## config.mk

```make
export PLATFORM = sky130hd
export DESIGN_NAME = txdesc_walker
export DESIGN_NICKNAME = d
export VERILOG_FILES = /design/src/rtl/txdw_pkg.sv /design/src/rtl/txdw_next_addr.sv /design/src/rtl/txdw_seg_sel.sv /design/src/rtl/txdesc_walker.sv
export SDC_FILE = /design/constraint.sdc
export NUM_CORES = 1
export LEC_CHECK = 0
export ABC_AREA = 0
export BUFFER_PORTS_ARGS = -buffer_cell sky130_fd_sc_hd__buf_2
export CORE_ASPECT_RATIO = 0.9
export CORE_MARGIN = 5
export CORE_UTILIZATION = 60
export CTS_CLUSTER_SIZE = 30
export DETAILED_ROUTE_END_ITERATION = 6
export HOLD_SLACK_MARGIN = 0.1
export PLACE_DENSITY_LB_ADDON = 0.08
export SETUP_SLACK_MARGIN = 0.15
export SYNTH_ARGS = -nofsm -noshare
export SYNTH_HDL_FRONTEND = slang
export SYNTH_SLANG_ARGS = --single-unit
```

## constraint.sdc

```tcl
create_clock -name clk -period 5.9 [get_ports clk]
set_input_delay 0.59 -clock clk [delete_from_list [all_inputs] [get_ports clk]]
set_output_delay 0.59 -clock clk [all_outputs]
set_load 0.02 [all_outputs]
```

## src/rtl/txdw_pkg.sv

```systemverilog
package txdw_pkg;
    localparam int WORD_W      = 32;
    localparam int LEN_W       = 13;
    localparam int DESC_WORDS  = 4;
    localparam int WORD_BYTES  = WORD_W / 8;
    localparam int DESC_STRIDE = DESC_WORDS * WORD_BYTES;
    localparam int LEN1_LSB    = 0;
    localparam int LEN2_LSB    = 16;
    localparam int OWN_BIT     = 31;
    localparam int IRQ_BIT     = 30;
    localparam int LAST_BIT    = 29;
    localparam int FIRST_BIT   = 28;
    localparam int EOR_BIT     = 21;

    typedef enum logic [3:0] {
        ST_IDLE,
        ST_RD_CTRL,
        ST_RD_LEN,
        ST_RD_BUF1,
        ST_RD_BUF2,
        ST_SEG1,
        ST_SEG2,
        ST_RETURN,
        ST_ADVANCE,
        ST_SUSPEND
    } walk_state_e;
endpackage

```

## src/rtl/txdw_next_addr.sv

```systemverilog
module txdw_next_addr
    import txdw_pkg::*;
#(
    parameter int ADDR_W = 32
) (
    input  logic [ADDR_W-1:0] cur_addr,
    input  logic [ADDR_W-1:0] base_addr,
    input  logic [ADDR_W-1:0] link_addr,
    input  logic              chain,
    input  logic              end_of_ring,
    output logic [ADDR_W-1:0] next_addr
);
    localparam logic [ADDR_W-1:0] STEP = ADDR_W'(DESC_STRIDE);

    always_comb begin
        if (chain)
            next_addr = link_addr;
        else if (end_of_ring)
            next_addr = base_addr;
        else
            next_addr = cur_addr + STEP;
    end
endmodule

```

## src/rtl/txdw_seg_sel.sv

```systemverilog
module txdw_seg_sel
    import txdw_pkg::*;
#(
    parameter int ADDR_W = 32
) (
    input  logic              second,
    input  logic              chain,
    input  logic [WORD_W-1:0] ctrl,
    input  logic [WORD_W-1:0] lens,
    input  logic [ADDR_W-1:0] buf1,
    input  logic [ADDR_W-1:0] buf2,
    output logic [ADDR_W-1:0] addr,
    output logic [LEN_W-1:0]  len,
    output logic              used,
    output logic              first,
    output logic              last
);
    logic [LEN_W-1:0] len1;
    logic [LEN_W-1:0] len2;
    logic             use1;
    logic             use2;

    assign len1 = lens[LEN1_LSB +: LEN_W];
    assign len2 = lens[LEN2_LSB +: LEN_W];
    assign use1 = (len1 != '0);
    assign use2 = !chain && (len2 != '0);

    always_comb begin
        if (second) begin
            addr  = buf2;
            len   = len2;
            used  = use2;
            first = ctrl[FIRST_BIT] && !use1;
            last  = ctrl[LAST_BIT];
        end else begin
            addr  = buf1;
            len   = len1;
            used  = use1;
            first = ctrl[FIRST_BIT];
            last  = ctrl[LAST_BIT] && !use2;
        end
    end
endmodule

```

## src/rtl/txdesc_walker.sv

```systemverilog
module txdesc_walker
    import txdw_pkg::*;
#(
    parameter int ADDR_W = 32
) (
    input  logic              clk,
    input  logic              rst_n,
    input  logic              cfg_chain,
    input  logic [ADDR_W-1:0] cfg_base,
    input  logic              poll_demand,
    output logic              mem_req,
    output logic              mem_we,
    output logic [ADDR_W-1:0] mem_addr,
    output logic [WORD_W-1:0] mem_wdata,
    input  logic              mem_ack,
    input  logic [WORD_W-1:0] mem_rdata,
    output logic              seg_valid,
    output logic [ADDR_W-1:0] seg_addr,
    output logic [LEN_W-1:0]  seg_len,
    output logic              seg_first,
    output logic              seg_last,
    input  logic              seg_done,
    output logic              tx_irq,
    output logic              buf_unavail
);
    localparam logic [ADDR_W-1:0] OFS_LEN  = ADDR_W'(1 * WORD_BYTES);
    localparam logic [ADDR_W-1:0] OFS_BUF1 = ADDR_W'(2 * WORD_BYTES);
    localparam logic [ADDR_W-1:0] OFS_BUF2 = ADDR_W'(3 * WORD_BYTES);

    walk_state_e       state, state_nx;
    logic [ADDR_W-1:0] cur_addr;
    logic [WORD_W-1:0] ctrl_q;
    logic [WORD_W-1:0] lens_q;
    logic [ADDR_W-1:0] buf1_q;
    logic [ADDR_W-1:0] buf2_q;
    logic              unavail_q;
    logic [ADDR_W-1:0] next_addr;
    logic              seg_used;

    txdw_next_addr #(.ADDR_W(ADDR_W)) u_next (
        .cur_addr   (cur_addr),
        .base_addr  (cfg_base),
        .link_addr  (buf2_q),
        .chain      (cfg_chain),
        .end_of_ring(ctrl_q[EOR_BIT]),
        .next_addr  (next_addr)
    );

    txdw_seg_sel #(.ADDR_W(ADDR_W)) u_sel (
        .second(state == ST_SEG2),
        .chain (cfg_chain),
        .ctrl  (ctrl_q),
        .lens  (lens_q),
        .buf1  (buf1_q),
        .buf2  (buf2_q),
        .addr  (seg_addr),
        .len   (seg_len),
        .used  (seg_used),
        .first (seg_first),
        .last  (seg_last)
    );

    // State register
    always_ff @(posedge clk or negedge rst_n) begin
        if (!rst_n) state <= ST_IDLE;
        else        state <= state_nx;
    end

    // Transitions
    always_comb begin
        state_nx = state;
        unique case (state)
            ST_IDLE:    if (poll_demand) state_nx = ST_RD_CTRL;
            ST_SUSPEND: if (poll_demand) state_nx = ST_RD_CTRL;
            ST_RD_CTRL: if (mem_ack) state_nx = mem_rdata[OWN_BIT] ? ST_RD_LEN : ST_SUSPEND;
            ST_RD_LEN:  if (mem_ack) state_nx = ST_RD_BUF1;
            ST_RD_BUF1: if (mem_ack) state_nx = ST_RD_BUF2;
            ST_RD_BUF2: if (mem_ack) state_nx = ST_SEG1;
            ST_SEG1:    if (!seg_used || seg_done) state_nx = ST_SEG2;
            ST_SEG2:    if (!seg_used || seg_done) state_nx = ST_RETURN;
            ST_RETURN:  if (mem_ack) state_nx = ST_ADVANCE;
            ST_ADVANCE: state_nx = ST_RD_CTRL;
            default:    state_nx = ST_IDLE;
        endcase
    end

    // Descriptor capture and walk address
    always_ff @(posedge clk or negedge rst_n) begin
        if (!rst_n) begin
            cur_addr  <= '0;
            ctrl_q    <= '0;
            lens_q    <= '0;
            buf1_q    <= '0;
            buf2_q    <= '0;
            unavail_q <= 1'b0;
        end else begin
            if (state == ST_IDLE && poll_demand) cur_addr <= cfg_base;
            if (state == ST_ADVANCE)             cur_addr <= next_addr;
            if (mem_ack) begin
                if (state == ST_RD_CTRL) ctrl_q <= mem_rdata;
                if (state == ST_RD_LEN)  lens_q <= mem_rdata;
                if (state == ST_RD_BUF1) buf1_q <= mem_rdata[ADDR_W-1:0];
                if (state == ST_RD_BUF2) buf2_q <= mem_rdata[ADDR_W-1:0];
            end
            if (state == ST_RD_CTRL && mem_ack && !mem_rdata[OWN_BIT]) unavail_q <= 1'b1;
            else if (state == ST_SUSPEND && poll_demand)               unavail_q <= 1'b0;
        end
    end

    // Outputs
    always_comb begin
        mem_req   = 1'b0;
        mem_we    = 1'b0;
        mem_addr  = cur_addr;
        mem_wdata = ctrl_q;
        mem_wdata[OWN_BIT] = 1'b0;
        seg_valid = 1'b0;
        tx_irq    = 1'b0;
        unique case (state)
            ST_RD_CTRL: mem_req = 1'b1;
            ST_RD_LEN:  begin mem_req = 1'b1; mem_addr = cur_addr + OFS_LEN;  end
            ST_RD_BUF1: begin mem_req = 1'b1; mem_addr = cur_addr + OFS_BUF1; end
            ST_RD_BUF2: begin mem_req = 1'b1; mem_addr = cur_addr + OFS_BUF2; end
            ST_SEG1, ST_SEG2: seg_valid = seg_used;
            ST_RETURN:  begin mem_req = 1'b1; mem_we = 1'b1; end
            ST_ADVANCE: tx_irq = ctrl_q[IRQ_BIT] && ctrl_q[LAST_BIT];
            ST_IDLE, ST_SUSPEND: ;
            default: ;
        endcase
    end
    assign buf_unavail = unavail_q;

    assert_req_hold_R11: assert property (@(posedge clk) disable iff (!rst_n)
        mem_req && !mem_ack |=> mem_req && $stable(mem_addr) && $stable(mem_we) && $stable(mem_wdata));
    assert_wb_release_R7: assert property (@(posedge clk) disable iff (!rst_n)
        mem_req && mem_we |-> !mem_wdata[OWN_BIT]);
    assert_irq_after_wb_R8: assert property (@(posedge clk) disable iff (!rst_n)
        tx_irq |-> $past(mem_req && mem_we && mem_ack));
    assert_suspend_quiet_R3: assert property (@(posedge clk) disable iff (!rst_n)
        buf_unavail |-> !mem_req && !seg_valid);
    assert_seg_hold_R4: assert property (@(posedge clk) disable iff (!rst_n)
        seg_valid && !seg_done |=> seg_valid && $stable(seg_addr) && $stable(seg_len));
    assert_chain_one_seg_R10: assert property (@(posedge clk) disable iff (!rst_n)
        seg_valid && cfg_chain |-> state == ST_SEG1);
endmodule

```

==> results of run 1 <==
## worst min-delay path by stage
stage / cells after the start / from / slack, ns / end
after CTS: 1 / rst_n / 0.32 / state[2]
after floorplan: 0 / rst_n / 0.29 / buf1_q[0]
after detailed placement: 2 / cur_addr[0] / 0.48 / cur_addr[0]
final: 1 / rst_n / 0.27 / state[3]
after global placement: 2 / cur_addr[1] / 0.46 / cur_addr[1]
after global routing: 1 / rst_n / 0.36 / state[3]
## per-stage QoR
step           hold WS (ns)  total power, uW
2_1_floorplan        0.2944             4141
3_3_place_gp         0.4640             4991
3_5_place_dp         0.4826             5105
4_1_cts              0.3248             6199
5_1_grt              0.3626             6553
6_report             0.2702             6210
## cell usage in the layout (no fill, tap or decap), types with 4 or more instances in the layout
master,count
a221oi_2,4
and4_1,7
nand2_1,53
nor3_1,19
nand4_1,9
clkbuf_16,17
mux2_2,166
nor2b_1,6
a21oi_1,29
o21ai_1,5
buf_2,183
inv_1,14
xnor2_1,22
a211oi_1,7
nand3_1,20
a31oi_1,6
and3_1,4
o21ai_0,24
buf_4,9
o211ai_1,4
mux2i_1,9
nor4_1,10
dfrtp_1,158
o31ai_1,4
o22ai_1,16
xor2_1,19
nor3b_1,4
nor2_1,39
## power groups by stage
stage	registers, uW	logic [uW]	clock network (uW)
after floorplan	2050	2090	0
after global placement	2190	2800	0
after detailed placement	2240	2870	0
after CTS	2230	2890	1080
after global routing	2320	3100	1130
final	2250	2880	1080
## worst max-delay path, cell delays in order (launching register included)
cell      delay (ns)
dfrtp_1         0.81
nor4b_4         0.44
xor2_1          0.20
ha_1            0.19
a21oi_2         0.07
a211oi_4        0.53
a41oi_1         0.19
a31oi_1         0.21
buf_2           0.20
## flip-flops by register name, indices dropped and copies added (netlist names)
signal and count:
buf1_q 32, buf2_q 32, buf_unavail 1, ctrl_q 31
cur_addr 32, lens_q 26, state 4
## kinds of logic after synthesis
kind of cell,synth area share
buffers and inverters,0.04095
other,0.0004291
multiplexers,0.2242
AND/OR/NAND/NOR,0.1226
adder cells (fa/ha/maj),0.005442
flip-flops,0.4525
XOR/XNOR,0.04109
AO/OA/AOI/OAI,0.1128
## per-layer routing
| layer | global-route usage | part of all wire | vias to the layer above |
|---|---|---|---|
| met5 | 0 | 0.00050 | - |
| met4 | 0.08568 | 0.018 | 2 |
| met3 | 0.06624 | 0.081 | 33 |
| met2 | 0.4707 | 0.47 | 351 |
| met1 | 0.4498 | 0.43 | 3676 |
| li1 | - | - | 3229 |
## final cells by class
class	instances	area, um^2
Fill cell	1011	3896
Inverter	14	52.55
Sequential cell	158	3954
Clock buffer	20	446.7
Timing Repair Buffer	193	994.7
Clock inverter	12	126.4
Tap cell	193	241.5
Multi-Input combinational cell	559	4447
==> flow_metrics.py, run 1 <==
metrics = {
    "cells_and_area": {
        "drive_gt1_frac": 0.4331,
        "finalNonFillerCells": 1149,
        "final_nets": 1016,
        "antenna_cells": 0,
        "fin_area_um2": 10260,
        "syn2layout_area_growth_pct": 17.44,
        "fin_util": 0.7248,
    },
    "sta": {
        "drv_slew": 0,
        "finalCritPeriodShare": 0.6539,
        "tns_ns": 0,
        "finClkSkew_ns": 0.01115,
        "period_needed_ns": 3.858,
        "setup_viol": 0,
        "rsz0062_at_grt": "no",
        "hold_viol_final": 0,
        "worst_pin_slew_ns": 1.155,
        "setup_slack_ns": 2.042,
        "fmax_mhz": 259.2,
        "slew_headroom": 0.2297,
    },
    "drt": {
        "wire_per_inst_um": 22.58,
        "wirelength_um": 25940,
        "dr.pass1.iters": 6,
        "antenna_left": 0,
        "drc": 0,
        "drt-initial-drc-count": 854,
        "vias": 7291,
        "vias_per_cell": 6.346,
    },
    "floorplanning": {
        "die_y_um": 124.5,
        "rows": 41,
        "ios": 186,
        "dieArea_um2": 17080,
        "coreArea_um2": 14160,
        "die_w_um": 137.2,
        "start_util": 0.6172,
    },
    "synthesis": {
        "ys_seq_elements": 158,
        "synth.distinct_cells": 74,
        "synthArstFlopShare": 1.000,
        "postSynthCellCount": 788,
        "yosysTopAreaCellShare": 0.4525,
        "ys.flop_type": "dfrtp_1",
        "synth-edff-count": 0,
        "yosys_warnings": 0,
        "synth_common_cells": "166 x mux2_2, 158 x dfrtp_1, 53 x nand2_1",
        "yosysTopAreaCell": "dfrtp_1",
        "synth_area_leaders": "dfrtp_1 45%, mux2_2 21%, nand2_1 2.3%",
        "synth_area_um2": 8738,
        "seq_area_frac_synth": 0.4525,
        "avgSynthCellArea_um2": 11.09,
        "yosysMostFrequentCell": "mux2_2",
        "synth_nets": 861,
    },
    "placement": {
        "port_buffers": 184,
        "gp_congestion": 1.010,
        "dpl-instance-area_um2": 9689,
        "dp_cells": 1117,
        "dpl.hpwl_um": 18730,
        "preCtsSetupSlack_ns": 2.526,
    },
    "run": {
        "cap_violations": 0,
    },
    "power_and_ir_drop": {
        "pwr-share-clk": 0.173,
        "internal_power_uw": 3471,
        "power_frac_comb": 0.464,
        "ir_worst_vdd_uv": 392.3,
        "leakagePower_uw": 0.004530,
        "p_seq_frac": 0.362,
        "switching_share": 0.4412,
        "power_density_nw_per_um2": 605.2,
        "p_sw_uw": 2740,
    },
    "worst_setup_path": {
        "r2r_start": "state[1]",
        "startpoint_type": "flop",
        "path_class": "reg2out",
        "crit_start": "state[2]",
        "cp.required_ns": 5.31,
        "rr_worst_depth": 5,
        "worstSetupEndpoint": "mem_addr[22]",
        "endpoint_kind": "primary output",
        "r2r_setup_slack_ns": 3.06,
        "worstPathMaxFanout": 23,
        "r2r_end": "cur_addr[12]",
        "crit_arrival_ns": 3.27,
    },
    "clocking": {
        "cts_setup_buffers": 0,
        "cts.repair.resized": 0,
        "clkSlewWorstSetupHoldPaths_ns": 0.07,
        "clk_latency_ns": 0.42,
        "cts_root_buffer": "clkbuf_16",
        "h-tree-depth": 4,
        "cts_made_buffers": 17,
        "cts.sinks": 158,
        "tritoncts": "done",
        "cts_hold_buf": 0,
        "cts_buffer_depth": 2,
    },
    "grt": {
        "grt_max_degree": 106,
        "first_global_vias": 7326,
        "grt.total_usage": 0.3097,
        "antenna_found_initial": 1,
        "grt_overflow": 0,
        "grt_pass1_wl_um": 41380,
    },
    "min_path": {
        "hp-class": "in2async",
    },
    "run_status": {
        "status": "complete, no violations",
    },
}
Power figures use the tool's default switching activity.
==> run 2, diff against run 1 <==
--- a/config.mk
+++ b/config.mk
@@ -5,11 +5,11 @@
 export SDC_FILE = /design/constraint.sdc
 export NUM_CORES = 1
 export LEC_CHECK = 0
-export ABC_AREA = 0
+export ABC_AREA = 1
 export BUFFER_PORTS_ARGS = -buffer_cell sky130_fd_sc_hd__buf_2
 export CORE_ASPECT_RATIO = 0.9
 export CORE_MARGIN = 5
-export CORE_UTILIZATION = 60
+export CORE_UTILIZATION = 56
 export CTS_CLUSTER_SIZE = 30
 export DETAILED_ROUTE_END_ITERATION = 6
 export HOLD_SLACK_MARGIN = 0.1
==> constraint.sdc (replaced) <==
create_clock -name clk -period 3.82 [get_ports clk]
set_input_delay 0.382 -clock clk [delete_from_list [all_inputs] [get_ports clk]]
set_output_delay 0.382 -clock clk [all_outputs]
set_load 0.02 [all_outputs]
==> run 2 against run 1 <==
  * Worst hold slack got worse by 0.096 ns
  * Critical path depth rose by 7
  * Global-route usage rose by 1.4 points
  * Via count rose by 37%
  * Final cell count rose by 52%
  * Sequential power rose by 43%
  * Utilization fell by 5.9 points
  * Register-to-register slack got worse by 1.8 ns
  * First-iteration DRC count rose by 15%
  * Clock skew fell by 0.0025 ns
  * Critical path type unchanged
  * Critical endpoint is now mem_addr[20]
==> flow_metrics.py, run 2 <==
metrics = {
    "synthesis": {
        "ys.flop_type": "dfrtp_1",
        "synth_common_cells": "359 x nand2_1, 227 x o21ai_0, 163 x inv_1",
        "synth.distinct_cells": 42,
        "seq_area_frac_synth": 0.4096,
        "ys_seq_elements": 158,
        "yosysTopAreaCellShare": 0.4096,
        "yosys_warnings": 0,
        "synth_area_leaders": "dfrtp_1 41%, nand2_1 14%, o21ai_0 12%",
        "synth_nets": 1442,
        "yosysTopAreaCell": "dfrtp_1",
        "synth-edff-count": 0,
        "avgSynthCellArea_um2": 7.051,
        "synth_area_um2": 9653,
        "synthArstFlopShare": 1.000,
        "yosysMostFrequentCell": "nand2_1",
        "postSynthCellCount": 1369,
    },
    "drt": {
        "antenna_left": 0,
        "vias_per_cell": 5.746,
        "vias": 10000,
        "wire_per_inst_um": 18.71,
        "drt-initial-drc-count": 978,
        "drc": 0,
        "dr.pass1.iters": 5,
        "wirelength_um": 32570,
    },
    "sta": {
        "finalCritPeriodShare": 0.8544,
        "slew_headroom": 0.1826,
        "setup_slack_ns": 0.5563,
        "rsz0062_at_grt": "no",
        "finClkSkew_ns": 0.008624,
        "tns_ns": 0,
        "worst_pin_slew_ns": 1.223,
        "hold_viol_final": 0,
        "drv_slew": 0,
        "setup_viol": 0,
        "period_needed_ns": 3.264,
        "fmax_mhz": 306.4,
    },
    "placement": {
        "dpl.hpwl_um": 24330,
        "preCtsSetupSlack_ns": 1.059,
        "port_buffers": 184,
        "gp_congestion": 0.9939,
        "dpl-instance-area_um2": 10630,
    },
    "clocking": {
        "clk_latency_ns": 0.43,
        "cts_setup_buffers": 0,
        "cts_made_buffers": 17,
        "cts_root_buffer": "clkbuf_16",
        "clkSlewWorstSetupHoldPaths_ns": 0.07,
        "cts_buffer_depth": 2,
        "tritoncts": "done",
        "cts.sinks": 158,
        "h-tree-depth": 4,
    },
    "cells_and_area": {
        "num-fill-cells": 1513,
        "largestRegisters": "buf1_q: 32 flops, buf2_q: 32 flops, cur_addr: 32 flops",
        "mostFrequentLayoutCells": "358 x nand2_1, 227 x o21ai_0, 183 x buf_2, 162 x inv_1, 158 x dfrtp_1",
        "syn2layout_area_growth_pct": 16.44,
        "fin_area_um2": 11240,
        "drive_gt1_frac": 0.1995,
        "layout_commonest_cell": "nand2_1",
        "final_nets": 1590,
    },
    "floorplanning": {
        "dieArea_um2": 19970,
        "die_w_um": 148.4,
        "start_util": 0.5715,
        "coreArea_um2": 16890,
        "die_y_um": 134.6,
        "ios": 186,
        "rows": 45,
    },
    "power_and_ir_drop": {
        "ir_worst_vdd_uv": 551.0,
        "leakagePower_uw": 0.005515,
        "finalPower_uw": 10290,
        "power_density_nw_per_um2": 915.7,
    },
    "run_status": {
        "status": "complete, no violations",
    },
    "grt": {
        "gr-max-usage-layer": "met2",
        "grt.total_usage": 0.3237,
        "antenna_found_initial": 4,
        "use_met1": 0.4639,
        "grt_use_met2": 0.4781,
        "grt_overflow": 0,
        "first_global_vias": 9106,
        "grt_use_met3": 0.1030,
        "grt_pass1_wl_um": 50580,
        "grt_max_degree": 96,
    },
    "worst_setup_path": {
        "path_class": "reg2out",
        "r2r_start": "state[2]",
        "endpoint_kind": "primary output",
        "r2r_setup_slack_ns": 1.29,
        "worstSetupEndpoint": "mem_addr[20]",
        "crit_start": "state[0]",
        "cp.required_ns": 3.44,
        "rr_worst_depth": 7,
        "crit_arrival_ns": 2.88,
        "worstPathMaxFanout": 18,
        "r2r_end": "buf1_q[17]",
        "startpoint_type": "flop",
    },
    "min_path": {
        "hp-class": "in2reg",
    },
    "run": {
        "cap_violations": 0,
    },
}
[run 2: critical path, cell delays in order (launching register included)]
cell and delay [ns]:
dfrtp_1 0.40, inv_1 0.13, nand2_2 0.11, inv_2 0.10, nand2_2 0.08, nand2_1 0.10
nand2_1 0.06, inv_1 0.05, ha_1 0.13, inv_1 0.04, nand2_2 0.29, inv_1 0.25
o21ai_0 0.21, nand3_1 0.09, o211ai_1 0.17, buf_2 0.22
[run 2: final cells by class]
class	count	area (um^2)	share of cell area
diodes	1	2.502	0.0002226
clock buffers	17	425.4	0.03785
clock inverters	14	172.7	0.01536
inverters	181	680.7	0.06056
multi-input cells	961	4693	0.4176
flip-flops and latches	158	3954	0.3518
well taps	211	264.0	0.02349
repair buffers	198	1047	0.09318
[run 2: routing by layer]
metal / vias to the layer above / wire length [um]
met5: - / 33
met4: 6 / 652
met3: 50 / 3637
met2: 488 / 14060
met1: 4683 / 14190
li1: 4777 / -
[run 2: repair_timing]
item                                   4_1_cts  5_1_grt
hold buffers                                 1        0
endpoints found under the hold margin       59        0
gates resized for setup                      0        0
[run 2: metrics by stage]
| step | instances | util | hold WS, ns |
|---|---|---|---|
| CTS | 1740 | 0.6653 | 0.1672 |
| floorplan | 1369 | - | 0.08641 |
| finish | 1741 | 0.6654 | 0.1739 |
| global placement | 1708 | 0.6293 | 0.4607 |
| detailed placement | 1708 | 0.6293 | 0.4708 |
| global route | 1741 | 0.6654 | 0.1917 |
[run 2: logic make-up after synthesis]
logic type,count (synthesis),share of synthesized area
AOI/OAI and AO/OA,350,0.1987
xor gates and xnor gates,4,0.003630
adders and majority gates,3,0.003889
buffers and inverters,250,0.1050
DFF,158,0.4096
muxes,3,0.003499
other,1,0.0003885
and+or+nand+nor,600,0.2753
[run 2: worst min-delay path by stage]
stage,start,cells after the start,end
floorplan,rst_n,0,buf1_q[0]
global placement,ctrl_q[5],2,ctrl_q[5]
detailed placement,ctrl_q[10],2,ctrl_q[10]
CTS,mem_rdata[30],3,buf2_q[30]
global route,mem_rdata[29],3,buf2_q[29]
finish,mem_rdata[30],3,buf2_q[30]
[run 2: power breakdown]
part / total, uW / leakage (uW) / internal (uW) / switching, uW
Sequential: 3210 / 0.00191 / 2480 / 732
Clock: 1750 / 0.000289 / 987 / 765
Combinational: 5330 / 0.00332 / 1620 / 3700
Total: 10300 / 0.00552 / 5090 / 5200
==> run 3, diff against run 2 <==
--- a/config.mk
+++ b/config.mk
@@ -10,11 +10,13 @@
 export CORE_ASPECT_RATIO = 0.9
 export CORE_MARGIN = 5
 export CORE_UTILIZATION = 56
+export CTS_CLUSTER_DIAMETER = 40
 export CTS_CLUSTER_SIZE = 30
 export DETAILED_ROUTE_END_ITERATION = 6
 export HOLD_SLACK_MARGIN = 0.1
-export PLACE_DENSITY_LB_ADDON = 0.08
+export PLACE_DENSITY = 0.8
 export SETUP_SLACK_MARGIN = 0.15
+export SKIP_LAST_GASP = 1
 export SYNTH_ARGS = -nofsm -noshare
 export SYNTH_HDL_FRONTEND = slang
 export SYNTH_SLANG_ARGS = --single-unit
==> run 3 against run 2 <==
  * Clock skew rose by 0.0038 ns
  * Critical path type unchanged
  * Clock power fell by 5%
  * Count of clock-buffer cells in the layout rose by 1
  * Flip-flop and latch count did not move
  * Via count rose by 1.3%
  * Highest routed layer unchanged
  * Final cell count fell by 0.11%
  * First-iteration DRC count rose by 11%
  * Critical path depth fell by 3
  * Cell area fell by 0.31%
  * Total power fell by 0.67%
  * Sequential power rose by 2%
==> flow_metrics.py, run 3 (same netlist as run 2, synthesis figures left out) <==
metrics = {
    "power_and_ir_drop": {
        "internal_power_uw": 5024,
        "p_sw_uw": 5198,
        "leakagePower_uw": 0.005493,
        "p_seq_frac": 0.318,
        "power_density_nw_per_um2": 912.4,
        "ir_worst_vdd_uv": 445.8,
        "power_frac_comb": 0.519,
        "finalPower_uw": 10220,
        "switching_share": 0.5085,
        "pwr-share-clk": 0.162,
    },
    "cells_and_area": {
        "syn2layout_area_growth_pct": 16.07,
        "layout_commonest_cell": "nand2_1",
        "num-fill-cells": 1475,
        "final_nets": 1587,
        "finalNonFillerCells": 1739,
        "drive_gt1_frac": 0.1974,
        "mostFrequentLayoutCells": "358 x nand2_1, 227 x o21ai_0, 183 x buf_2, 162 x inv_1, 158 x dfrtp_1",
        "largestRegisters": "buf1_q: 32 flops, buf2_q: 32 flops, cur_addr: 32 flops",
    },
    "worst_setup_path": {
        "critPathSlowestCell": "dfrtp_1",
        "r2r_start": "state[2]",
        "path_class": "reg2out",
        "critPathMaxStageDelay_ns": 0.67,
        "crit_arrival_ns": 2.90,
        "cp_num_buf_inv": 5,
        "crit_chain": "inv_1 > nand2_1 > nand2_1 > inv_1 > ha_1 > inv_1 > nand2_2 > inv_1 > o21ai_0 > o211ai_1 > o211ai_1 > buf_2",
        "endpoint_kind": "primary output",
        "critPathTopFamily": "buffers and inverters",
        "worstPathMaxFanout": 18,
        "path_common_cell": "inv_1",
        "crit_start": "cur_addr[3]",
        "cp.required_ns": 3.44,
        "startpoint_type": "flop",
    },
    "placement": {
        "port_buffers": 184,
        "dp_cells": 1705,
        "gp_congestion": 1.037,
        "dpl.hpwl_um": 24460,
    },
    "sta": {
        "setup_viol": 0,
        "period_needed_ns": 3.281,
        "slew_headroom": 0.2772,
        "tns_ns": 0,
        "drv_slew": 0,
        "holdWs_ns": 0.1854,
        "finClkSkew_ns": 0.01239,
        "hold_viol_final": 0,
        "finalCritPeriodShare": 0.8588,
        "fmax_mhz": 304.8,
        "worst_pin_slew_ns": 1.080,
        "rsz0062_at_grt": "no",
    },
    "drt": {
        "drt-initial-drc-count": 1082,
        "drc": 0,
        "wire_per_inst_um": 18.82,
        "vias_per_cell": 5.830,
        "wirelength_um": 32720,
        "vias": 10140,
        "antenna_left": 0,
        "dr.pass1.iters": 6,
    },
    "floorplanning": {
        "dieArea_um2": 19970,
        "die_y_um": 134.6,
        "die_w_um": 148.4,
        "start_util": 0.5715,
        "rows": 45,
        "ios": 186,
        "coreArea_um2": 16890,
    },
    "clocking": {
        "clkSlewWorstSetupHoldPaths_ns": 0.06,
        "cts.sinks": 158,
        "h-tree-depth": 4,
        "cts_setup_buffers": 0,
        "cts_buffer_depth": 2,
        "clk_latency_ns": 0.43,
        "cts_made_buffers": 17,
        "cts_root_buffer": "clkbuf_16",
        "tritoncts": "done",
    },
    "grt": {
        "grt.total_usage": 0.3254,
        "grt_max_degree": 92,
        "grt_overflow": 0,
        "gr-max-usage-layer": "met1",
        "grt_use_met2": 0.4715,
        "grt_use_met3": 0.08658,
        "grt_pass1_wl_um": 50780,
        "use_met1": 0.4735,
        "first_global_vias": 9115,
        "antenna_found_initial": 5,
    },
    "min_path": {
        "hp-start": "mem_rdata[30]",
        "hp-class": "in2reg",
    },
    "run_status": {
        "status": "complete, no violations",
    },
    "run": {
        "cap_violations": 0,
    },
}
[run 3: final timing paths]
kind / to / slack (ns) / cells after the start
max: mem_addr[8] / 0.54 / 12
min: buf2_q[30] / 0.19 / 3
max reg2reg: buf1_q[31] / 1.42 / 7
min reg2reg: ctrl_q[0] / 0.49 / 2
max in group asynchronous: ctrl_q[30] / 2.41 / 3
min in group asynchronous: lens_q[23] / 0.57 / 2
[run 3: cell type report]
cell class	count	area (um^2)	share of cell area
tap	211	264.0	0.02356
inverter	181	680.7	0.06075
clock buffer	18	439.2	0.03920
timing repair buffer	195	1037	0.09257
clock inverter	12	128.9	0.01150
antenna	3	7.507	0.0006700
multi-input combinational	961	4693	0.4189
sequential	158	3954	0.3529
[run 3: per-stage QoR]
stage	instance area, um^2	setup WS, ns	util
after floorplan	9653	1.509	-
after global placement	10620	1.118	0.6287
after detailed placement	10620	1.033	0.6287
after CTS	11200	0.5705	0.6629
after global routing	11200	0.2883	0.6633
final	11200	0.5394	0.6633
[run 3: layer usage]
| layer | routed length, um | vias to the layer above |
|---|---|---|
| li1 | - | 4772 |
| met1 | 13820 | 4665 |
| met2 | 14040 | 622 |
| met3 | 3793 | 75 |
| met4 | 1039 | 4 |
| met5 | 20 | - |
[run 3: what timing repair did]
| item | CTS | global route |
|---|---|---|
| hold buffers | 1 | 0 |
| hold endpoints to repair | 90 | 0 |
| gates resized for setup | 0 | 0 |
[run 3: worst register-to-register path, cell delays in order, from the launching register on]
cell and delay [ns]:
dfrtp_1 0.43, nor2_2 0.28, nand2_2 0.20, inv_1 0.36, buf_4 0.29, nand2_2 0.06, buf_4 0.32, mux2_2 0.36
[run 3: power groups by stage]
| stage | Clock (uW) | Sequential [uW] | Combinational, uW |
|---|---|---|---|
| after floorplan | 0 | 3080 | 3580 |
| after global placement | 0 | 3230 | 5160 |
| after detailed placement | 0 | 3230 | 5230 |
| after CTS | 1670 | 3220 | 5270 |
| after global routing | 1740 | 3340 | 5850 |
| final | 1660 | 3260 | 5310 |
